**src/rtl/qr_buck_pkg.sv**
```systemverilog
package qr_buck_pkg;

  typedef enum logic [2:0] {
    ST_IDLE  = 3'd0,
    ST_ON    = 3'd1,
    ST_DEMAG = 3'd2,
    ST_WAIT  = 3'd3,
    ST_FAULT = 3'd4
  } qr_state_t;

endpackage

```
**src/rtl/qr_period_calc.sv**
```systemverilog
module qr_period_calc #(
  parameter int CNT_W     = 16,
  parameter int GAIN_W    = 8,
  parameter int GAIN_FRAC = 4,
  parameter int DIM_W     = 8
) (
  input  logic              clk,
  input  logic              rst,
  input  logic              load_i,
  input  logic [CNT_W-1:0]  sum_i,
  input  logic [GAIN_W-1:0] gain_i,
  input  logic [DIM_W-1:0]  dim_i,
  output logic [CNT_W-1:0]  tt_o
);

  localparam int NUM_W = CNT_W + GAIN_W + DIM_W;
  localparam int DEN_W = DIM_W + GAIN_FRAC;
  localparam logic [DIM_W-1:0] DIM_MIN = DIM_W'((2 * (2 ** DIM_W) + 99) / 100);
  localparam logic [NUM_W-1:0] TT_MAX  = NUM_W'((2 ** CNT_W) - 1);

  logic [DIM_W-1:0] dim_eff;
  logic [NUM_W-1:0] num;
  logic [DEN_W-1:0] den;
  logic [NUM_W-1:0] quo;
  logic [NUM_W-1:0] sum_ext;
  logic [CNT_W-1:0] tt_next;

  always_comb begin
    dim_eff = (dim_i < DIM_MIN) ? DIM_MIN : dim_i;
    sum_ext = NUM_W'(sum_i);
    num     = (sum_ext * NUM_W'(gain_i)) << DIM_W;
    den     = DEN_W'(dim_eff) << GAIN_FRAC;
    quo     = num / NUM_W'(den);
    if (quo > TT_MAX)       tt_next = TT_MAX[CNT_W-1:0];
    else if (quo < sum_ext) tt_next = sum_i;
    else                    tt_next = quo[CNT_W-1:0];
  end

  always_ff @(posedge clk) begin
    if (rst)         tt_o <= '0;
    else if (load_i) tt_o <= tt_next;
  end

  // a loaded period never undercuts the measured T1+T2
  p_tt_floor_r7: assert property (@(posedge clk) disable iff (rst)
    load_i |=> (tt_o >= $past(sum_i)));

endmodule

```
**src/rtl/qr_restart_timer.sv**
```systemverilog
module qr_restart_timer #(
  parameter int CLK_HZ = 1_000_000
) (
  input  logic clk,
  input  logic rst,
  input  logic load_i,
  input  logic run_i,
  output logic done_o
);

  localparam int RC_W = $clog2(CLK_HZ + 1);
  localparam logic [RC_W-1:0] RELOAD = RC_W'(CLK_HZ - 1);

  logic [RC_W-1:0] cnt_q;

  always_ff @(posedge clk) begin
    if (rst)                       cnt_q <= '0;
    else if (load_i)               cnt_q <= RELOAD;
    else if (run_i && cnt_q != '0) cnt_q <= cnt_q - 1'b1;
  end

  assign done_o = (cnt_q == '0);

  // a fresh overvoltage sample always pushes the restart out by a full delay
  generate
    if (CLK_HZ > 1) begin : g_reload_chk
      p_reload_r10: assert property (@(posedge clk) disable iff (rst)
        load_i |=> !done_o);
    end
  endgenerate

endmodule

```
**src/rtl/qr_buck_ctrl.sv**
```systemverilog
module qr_buck_ctrl
  import qr_buck_pkg::*;
#(
  parameter int CNT_W       = 16,
  parameter int GAIN_W      = 8,
  parameter int GAIN_FRAC   = 4,
  parameter int DIM_W       = 8,
  parameter int CLK_HZ      = 1_000_000,
  parameter int MAX_ON_CYC  = 1000,
  parameter int ZCD_TIMEOUT = 2000
) (
  input  logic              clk,
  input  logic              rst,
  input  logic              cs_trip_i,
  input  logic              zcd_i,
  input  logic              ovp_i,
  input  logic [GAIN_W-1:0] gain_i,
  input  logic [DIM_W-1:0]  dim_i,
  output logic              gate_o
);

  localparam int DC_W = $clog2(ZCD_TIMEOUT + 1);
  localparam logic [CNT_W:0]  ON_LIM  = (CNT_W+1)'(MAX_ON_CYC);
  localparam logic [DC_W-1:0] ZCD_LIM = DC_W'(ZCD_TIMEOUT);

  qr_state_t        st_q;
  logic [CNT_W-1:0] pc_q;
  logic [DC_W-1:0]  dc_q;
  logic             gate_q;

  logic [CNT_W:0]   pc_inc;
  logic [DC_W-1:0]  dc_inc;
  logic             on_end;
  logic             demag_end;
  logic             period_up;
  logic [CNT_W-1:0] tt;
  logic             rt_done;
  logic             calc_load;

  always_comb begin
    pc_inc    = {1'b0, pc_q} + 1'b1;
    dc_inc    = dc_q + 1'b1;
    on_end    = cs_trip_i || (pc_inc == ON_LIM);
    demag_end = zcd_i || (dc_inc == ZCD_LIM);
    period_up = (pc_inc >= {1'b0, tt});
    calc_load = (st_q == ST_DEMAG) && demag_end && !ovp_i;
  end

  qr_period_calc #(
    .CNT_W     (CNT_W),
    .GAIN_W    (GAIN_W),
    .GAIN_FRAC (GAIN_FRAC),
    .DIM_W     (DIM_W)
  ) u_calc (
    .clk    (clk),
    .rst    (rst),
    .load_i (calc_load),
    .sum_i  (pc_inc[CNT_W-1:0]),
    .gain_i (gain_i),
    .dim_i  (dim_i),
    .tt_o   (tt)
  );

  qr_restart_timer #(
    .CLK_HZ (CLK_HZ)
  ) u_restart (
    .clk    (clk),
    .rst    (rst),
    .load_i (ovp_i),
    .run_i  (st_q == ST_FAULT),
    .done_o (rt_done)
  );

  always_ff @(posedge clk) begin
    if (rst) begin
      st_q   <= ST_IDLE;
      gate_q <= 1'b0;
      pc_q   <= '0;
      dc_q   <= '0;
    end else if (ovp_i) begin
      st_q   <= ST_FAULT;
      gate_q <= 1'b0;
    end else begin
      unique case (st_q)
        ST_IDLE: begin
          st_q   <= ST_ON;
          gate_q <= 1'b1;
          pc_q   <= '0;
        end
        ST_ON: begin
          pc_q <= pc_inc[CNT_W-1:0];
          if (on_end) begin
            st_q   <= ST_DEMAG;
            gate_q <= 1'b0;
            dc_q   <= '0;
          end
        end
        ST_DEMAG: begin
          pc_q <= pc_inc[CNT_W-1:0];
          dc_q <= dc_inc;
          if (demag_end) st_q <= ST_WAIT;
        end
        ST_WAIT: begin
          if (period_up) begin
            st_q   <= ST_ON;
            gate_q <= 1'b1;
            pc_q   <= '0;
          end else begin
            pc_q <= pc_inc[CNT_W-1:0];
          end
        end
        ST_FAULT: begin
          if (rt_done) begin
            st_q   <= ST_ON;
            gate_q <= 1'b1;
            pc_q   <= '0;
          end
        end
        default: begin
          st_q   <= ST_IDLE;
          gate_q <= 1'b0;
        end
      endcase
    end
  end

  assign gate_o = gate_q;

  // a sampled current trip ends conduction at that edge
  p_trip_off_r2: assert property (@(posedge clk) disable iff (rst)
    (st_q == ST_ON && cs_trip_i) |=> !gate_o);

  // the conduction count never reaches the on-time limit while the gate is high
  p_max_on_r3: assert property (@(posedge clk) disable iff (rst)
    gate_o |-> ({1'b0, pc_q} < ON_LIM));

  // demagnetization never outlasts its timeout
  p_demag_bound_r4: assert property (@(posedge clk) disable iff (rst)
    (st_q == ST_DEMAG) |-> (dc_q < ZCD_LIM));

  // no turn-on before the computed period has elapsed
  p_no_early_on_r8: assert property (@(posedge clk) disable iff (rst)
    (st_q == ST_WAIT && !period_up) |=> !gate_o);

  // overvoltage forces the gate low at the next edge
  p_ovp_off_r9: assert property (@(posedge clk) disable iff (rst)
    ovp_i |=> !gate_o);

  // the gate holds low until the restart delay completes
  p_fault_hold_r10: assert property (@(posedge clk) disable iff (rst)
    (st_q == ST_FAULT && !rt_done) |=> !gate_o);

endmodule

```
**config.mk**
```make
export PLATFORM = sky130hd
export DESIGN_NAME = qr_buck_ctrl
export DESIGN_NICKNAME = d
export VERILOG_FILES = /design/src/rtl/qr_buck_pkg.sv /design/src/rtl/qr_period_calc.sv /design/src/rtl/qr_restart_timer.sv /design/src/rtl/qr_buck_ctrl.sv
export SDC_FILE = /design/constraint.sdc
export NUM_CORES = 1
export LEC_CHECK = 0
export ABC_AREA = 1
export BUFFER_PORTS_ARGS = -buffer_cell sky130_fd_sc_hd__buf_2
export CORE_MARGIN = 1.5
export CORE_UTILIZATION = 35
export CTS_CLUSTER_DIAMETER = 120
export DETAILED_ROUTE_END_ITERATION = 16
export PLACE_DENSITY = 0.57
export SETUP_SLACK_MARGIN = 0.1
export SYNTH_ARGS = -nofsm -noshare
export SYNTH_HDL_FRONTEND = slang
export SYNTH_HIERARCHICAL = 1
export SYNTH_SLANG_ARGS = --single-unit
```
**constraint.sdc**
```tcl
create_clock -name clk -period 136.1 [get_ports clk]
set_input_delay 27.22 -clock clk [delete_from_list [all_inputs] [get_ports clk]]
set_output_delay 27.22 -clock clk [all_outputs]
set_load 0.05 [all_outputs]
```
==> flow_summary.json, run 1 <==
{
  "fin_setup_tns_ns": 0,
  "clk_pin_slew_ns": 0.06,
  "synthMuxAreaShare": 0,
  "avgViaCountPerCell": 4.84,
  "synth_warnings": 6,
  "fillCellCount": 8588,
  "gp_congestion": 0.920,
  "synth-async-reset-ratio": 0,
  "grt_max_degree": 51,
  "ys_types": 71,
  "slew_headroom": 0.497,
  "min_path_type": "reg -> reg",
  "initial_core_util": 0.353,
  "syn_nets": 4972,
  "core-area_um2": 77200,
  "outcome": "finished clean",
  "holdBufCountCts": 0,
  "die_w_um": 282,
  "cts_max_level": 3,
  "synth_edf_count": 0,
  "grt_pass1_vias": 25462,
  "syn_avg_cell_area_um2": 5.92,
  "rsz0062_at_grt": "false",
  "clockBufferDepth": 2,
  "post_cts_buffers": 0,
  "ys_seq_area_frac": 0.0493,
  "die_y_um": 282,
  "drtAntennaViolNets": 0,
  "clock-skew-final_ns": 0.00984,
  "synthTopCellsByCount": "1208 x nand2_1, 780 x inv_1, 373 x nor2_1, 348 x nand3_1, 266 x ha_1",
  "diodes": 0,
  "drc": 0,
  "synth_compound_area_frac": 0.111,
  "synthTopCellsByArea": "nand2_1 17%, ha_1 12%, inv_1 11%",
  "finalNetCount": 4918,
  "wl_per_cell_um": 13.3,
  "max_cap_viol_count": 0,
  "track_usage": 0.190,
  "root_buffer": "clkbuf_16",
  "die_area_um2": 79500,
  "slew_violations": 0,
  "reg2reg_slack_ns": 70.16,
  "cts_buffers": 9,
  "cp-end-kind": "flip-flop",
  "drive_gt1_frac": 0.119,
  "crit_path_frequent_cell": "nand2_1",
  "fin_crit_ns": 91.50,
  "yosysTopAreaCellShare": 0.166,
  "slowest_stage": "fa_1",
  "period_share": 0.672,
  "num_vias": 27075,
  "io_buffer_count": 21,
  "clk_latency_ns": 0.35,
  "crit_required_ns": 136.38,
  "rows": 102,
  "worst_pin_slew_ns": 0.752,
  "cts_tree": "built",
  "area_delta_synth_final_pct": 3.99,
  "synth_fa_ha_area_frac": 0.185,
  "netlist_area_um2": 27200,
  "overflow": 0,
  "ioPinCount": 22,
  "synth-simple-area-share": 0.443,
  "dr.pass1.iters": 5,
  "setup_viol_count_final": 0,
  "cts.sinks": 67,
  "dp.final_hpwl_um": 62200,
  "worstSetupPathType": "in -> reg",
  "synthFlopType": "dfxtp_1",
  "drt_iter0_drc": 1397,
  "synth_top_family_by_area": "simple AND/OR/NAND/NOR gates",
  "antenna_found_initial": 0,
  "timing.final.hold_violations": 0,
  "totalWireLength_um": 74600,
  "ys_ff_latch": 67,
  "cpPeakStageDelay_ns": 0.61,
  "synth-xor-area-share": 0.0652,
  "start_kind": "input port",
  "yosys.area.top_type": "nand2_1",
  "critPathMaxFanout": 40,
  "synth.most_common_cell": "nand2_1",
  "max_freq_mhz": 10.9,
  "cp.arrival_ns": 91.78,
  "cts_resized": 0,
  "grt_pass1_wl_um": 126000,
  "synthCells": 4600
}
-- cells by family after synthesis --
logic type                 after synthesis
AOI/OAI and AO/OA                      527
xor gates and xnor gates               202
adders and majority gates              351
buffers and inverters                  958
DFF                                     67
and+or+nand+nor                       2495
-- metrics by stage --
stage          worst slack (ns)  utilization  instance area (um2)  hold WS [ns]  cells
4_1_cts                   44.75        0.367                28300         0.468   5591
6_report                  44.60        0.367                28300         0.469   5591
2_1_floorplan             51.97            -                27200         0.438   4600
3_5_place_dp              44.55        0.363                28000         0.459   5575
3_3_place_gp              46.73        0.363                28000         0.449   5575
5_1_grt                   36.18        0.367                28300         0.484   5591
-- flip-flops by register name, summed over array words and instances (netlist names) --
signal / cells
u_calc/tt_o: 16
u_restart/cnt_q: 20
st_q: 3
pc_q: 16
gate_o: 1
dc_q: 11
-- final timing paths --
check                                                  start                           end  depth (start not counted)
worst max register to register          pc_q[0]$_SDFFE_PP0P_  u_calc/tt_o[14]$_SDFFE_PP0P_                        401
worst min register to register  u_calc/tt_o[14]$_SDFFE_PP0P_  u_calc/tt_o[14]$_SDFFE_PP0P_                          2
worst min-delay path            u_calc/tt_o[14]$_SDFFE_PP0P_  u_calc/tt_o[14]$_SDFFE_PP0P_                          2
worst max-delay path                               gain_i[6]  u_calc/tt_o[14]$_SDFFE_PP0P_                        396
-- per-layer routing --
layer / GRT usage / share of wire / wire length (um) / vias to the layer above
li1: - / - / - / 14443
met2: 0.315 / 0.45 / 33200 / 387
met1: 0.272 / 0.51 / 38200 / 12184
met5: 0 / 0 / 0 / -
met3: 0.0103 / 0.030 / 2250 / 61
met4: 0.0305 / 0.012 / 924 / 0
-- area by class of cell --
type / count / area [um2] / area share
Multi-Input combinational cell: 3575 / 21900 / 0.773
Inverter: 856 / 3230 / 0.114
Sequential cell: 67 / 1340 / 0.0474
Tap cell: 1040 / 1300 / 0.0459
Clock buffer: 10 / 229 / 0.00808
Timing Repair Buffer: 37 / 225 / 0.00795
Clock inverter: 6 / 90.1 / 0.00318
-- worst max-delay path: cells and delay by family --
family	cells	cell delay (ns)
fa+ha+maj	32	10.80
simple gates	176	23.12
compound gates	117	22.22
buf+inv	71	8.36
-- cells in the final DEF (no fill, tap or decap), types with 5 or more instances in the layout --
cell type | Yosys | layout
xnor2_1 | 61 | 61
o21ai_0 | 183 | 183
a21oi_1 | 192 | 192
or2_2 | 24 | 24
ha_1 | 266 | 266
nor2_2 | 69 | 69
clkinv_1 | 11 | 11
nand4_4 | 5 | 5
nand4_1 | 115 | 115
clkinv_2 | 5 | 6
inv_1 | 780 | 780
o211ai_1 | 6 | 6
nand2_2 | 132 | 132
clkbuf_16 | 0 | 9
a31oi_1 | 7 | 7
buf_2 | 6 | 21
nand2_4 | 28 | 28
nor3_1 | 36 | 36
o21ai_1 | 26 | 26
a21o_1 | 15 | 15
nor2_4 | 30 | 30
o21bai_1 | 25 | 25
nand3_1 | 348 | 348
a21oi_2 | 22 | 22
inv_2 | 57 | 57
fa_1 | 85 | 85
nor2_8 | 6 | 6
nand3_2 | 66 | 66
xor2_1 | 140 | 140
o21a_1 | 9 | 9
nand3b_1 | 18 | 18
o21ai_2 | 13 | 13
o21bai_2 | 5 | 5
o31ai_1 | 7 | 7
nor4_1 | 8 | 8
buf_4 | 4 | 16
nand2_1 | 1208 | 1208
nor2_1 | 373 | 373
dfxtp_1 | 67 | 67
nand3_4 | 14 | 14
Power of run 1 is left out: the tool's default activity adds up to more than one toggle a clock period on the data nets, which glitch-free logic cannot reach.
==> inputs of run 2 (changes only) <==
Clock period 136.1 ns to 91.5 ns, I/O delays scaled along.
==> flow_summary.json, run 2 (synthesized netlist as in run 1, its figures left out) <==
{
  "outcome": "finished clean",
  "die_y_um": 282,
  "post_cts_buffers": 0,
  "cts_tree": "built",
  "clock-skew-final_ns": 0.0197,
  "crit_path_frequent_cell": "nand2_1",
  "core-area_um2": 77200,
  "fin_setup_tns_ns": 0,
  "num_vias": 27046,
  "cts_max_level": 3,
  "setup_viol_count_final": 0,
  "dr.pass1.iters": 6,
  "cp-end-kind": "flip-flop",
  "final_cell_mix": "1208 x nand2_1, 780 x inv_1, 373 x nor2_1",
  "crit_start": "gain_i[7]",
  "worst_pin_slew_ns": 0.747,
  "finalNetCount": 4918,
  "overflow": 0,
  "max_freq_mhz": 12.1,
  "min_path_type": "reg -> reg",
  "largest_reg_flops": 20,
  "worstHoldStart": "dc_q[5]$_SDFFE_PP0P_",
  "io_buffer_count": 21,
  "critPathMaxFanout": 40,
  "die_area_um2": 79500,
  "grt_pass1_wl_um": 126000,
  "wl_per_cell_um": 13.4,
  "grt_max_degree": 51,
  "drtAntennaViolNets": 0,
  "start_kind": "input port",
  "slowest_stage": "nor2_1",
  "rows": 102,
  "slew_headroom": 0.500,
  "area_delta_synth_final_pct": 4.11,
  "holdBufCountCts": 0,
  "root_buffer": "clkbuf_16",
  "dp.final_hpwl_um": 62100,
  "multiInputGateArea_um2": 21900,
  "cp.arrival_ns": 82.65,
  "fillCellCount": 8576,
  "drt_iter0_drc": 1436,
  "avgViaCountPerCell": 4.84,
  "seqCellArea_um2": 1340,
  "antenna_found_initial": 1,
  "timing.final.hold_violations": 0,
  "cts.sinks": 67,
  "slew_violations": 0,
  "max_cap_viol_count": 0,
  "fin_crit_ns": 82.37,
  "period_share": 0.900,
  "rsz0062_at_grt": "false",
  "ioPinCount": 22,
  "rr_startpoint": "pc_q[0]$_SDFFE_PP0P_",
  "hold_ws_ns": 0.469,
  "grt_pass1_vias": 25395,
  "gp_congestion": 0.919,
  "crit_required_ns": 91.78,
  "track_usage": 0.189,
  "final_common_cell": "nand2_1",
  "clockBufferDepth": 2,
  "reg_top3": "u_restart/cnt_q: 20 flops, pc_q: 16 flops, u_calc/tt_o: 16 flops",
  "clk_pin_slew_ns": 0.07,
  "drc": 0,
  "cts_buffers": 9,
  "cts_resized": 0,
  "worstSetupPathType": "in -> reg",
  "totalWireLength_um": 74700,
  "die_w_um": 282,
  "initial_core_util": 0.353,
  "top_register": "u_restart/cnt_q",
  "clk_latency_ns": 0.35,
  "cpPeakStageDelay_ns": 0.56,
  "drive_gt1_frac": 0.120
}
[run 2: changes by cell type in the layout (fill, tap and decap cells not counted), sizes merged]
cell,before,now
bufinv,2,3
clkbuf,10,9
clkinv,20,19
diode,0,1
inv,839,840
[run 2: area by class of cell]
class	count	area share
antenna	1	0.0000883
tap	1040	0.0459
sequential	67	0.0473
clock inverter	7	0.00437
clock buffer	9	0.00794
inverter	856	0.114
timing repair buffer	37	0.00794
multi-input combinational	3575	0.773
[run 2: through the flow]
stage,worst slack [ns],area (um2),util,std cells
2_1_floorplan,16.29,27200,-,4600
5_1_grt,0.830,28400,0.367,5592
4_1_cts,9.23,28400,0.367,5591
3_5_place_dp,9.05,28000,0.363,5575
6_report,9.13,28400,0.367,5592
3_3_place_gp,11.04,28000,0.363,5575
[run 2: metal layers]
| metal | share of wire | up-vias | global-route usage |
|---|---|---|---|
| met5 | 0 | - | 0 |
| met4 | 0.016 | 0 | 0.0358 |
| met3 | 0.033 | 71 | 0.0144 |
| met2 | 0.44 | 402 | 0.313 |
| met1 | 0.51 | 12128 | 0.269 |
| li1 | - | 14445 | - |
[run 2: final timing paths]
check                                                   end  slack, ns  depth (start not counted)
worst max-delay path            u_calc/tt_o[7]$_SDFFE_PP0P_       9.13                        398
worst min-delay path                   dc_q[5]$_SDFFE_PP0P_       0.47                          2
worst max register to register  u_calc/tt_o[7]$_SDFFE_PP0P_      25.79                        400
worst min register to register         dc_q[5]$_SDFFE_PP0P_       0.47                          2
[run 2: critical path: cells and delay by family]
| family | cells | cell delay [ns] |
|---|---|---|
| adder cells (fa/ha/maj) | 32 | 10.73 |
| AND/OR/NAND/NOR | 176 | 23.10 |
| AO/OA/AOI/OAI | 117 | 22.03 |
| buffers and inverters | 73 | 8.30 |
Power of run 2 is left out for the same reason.
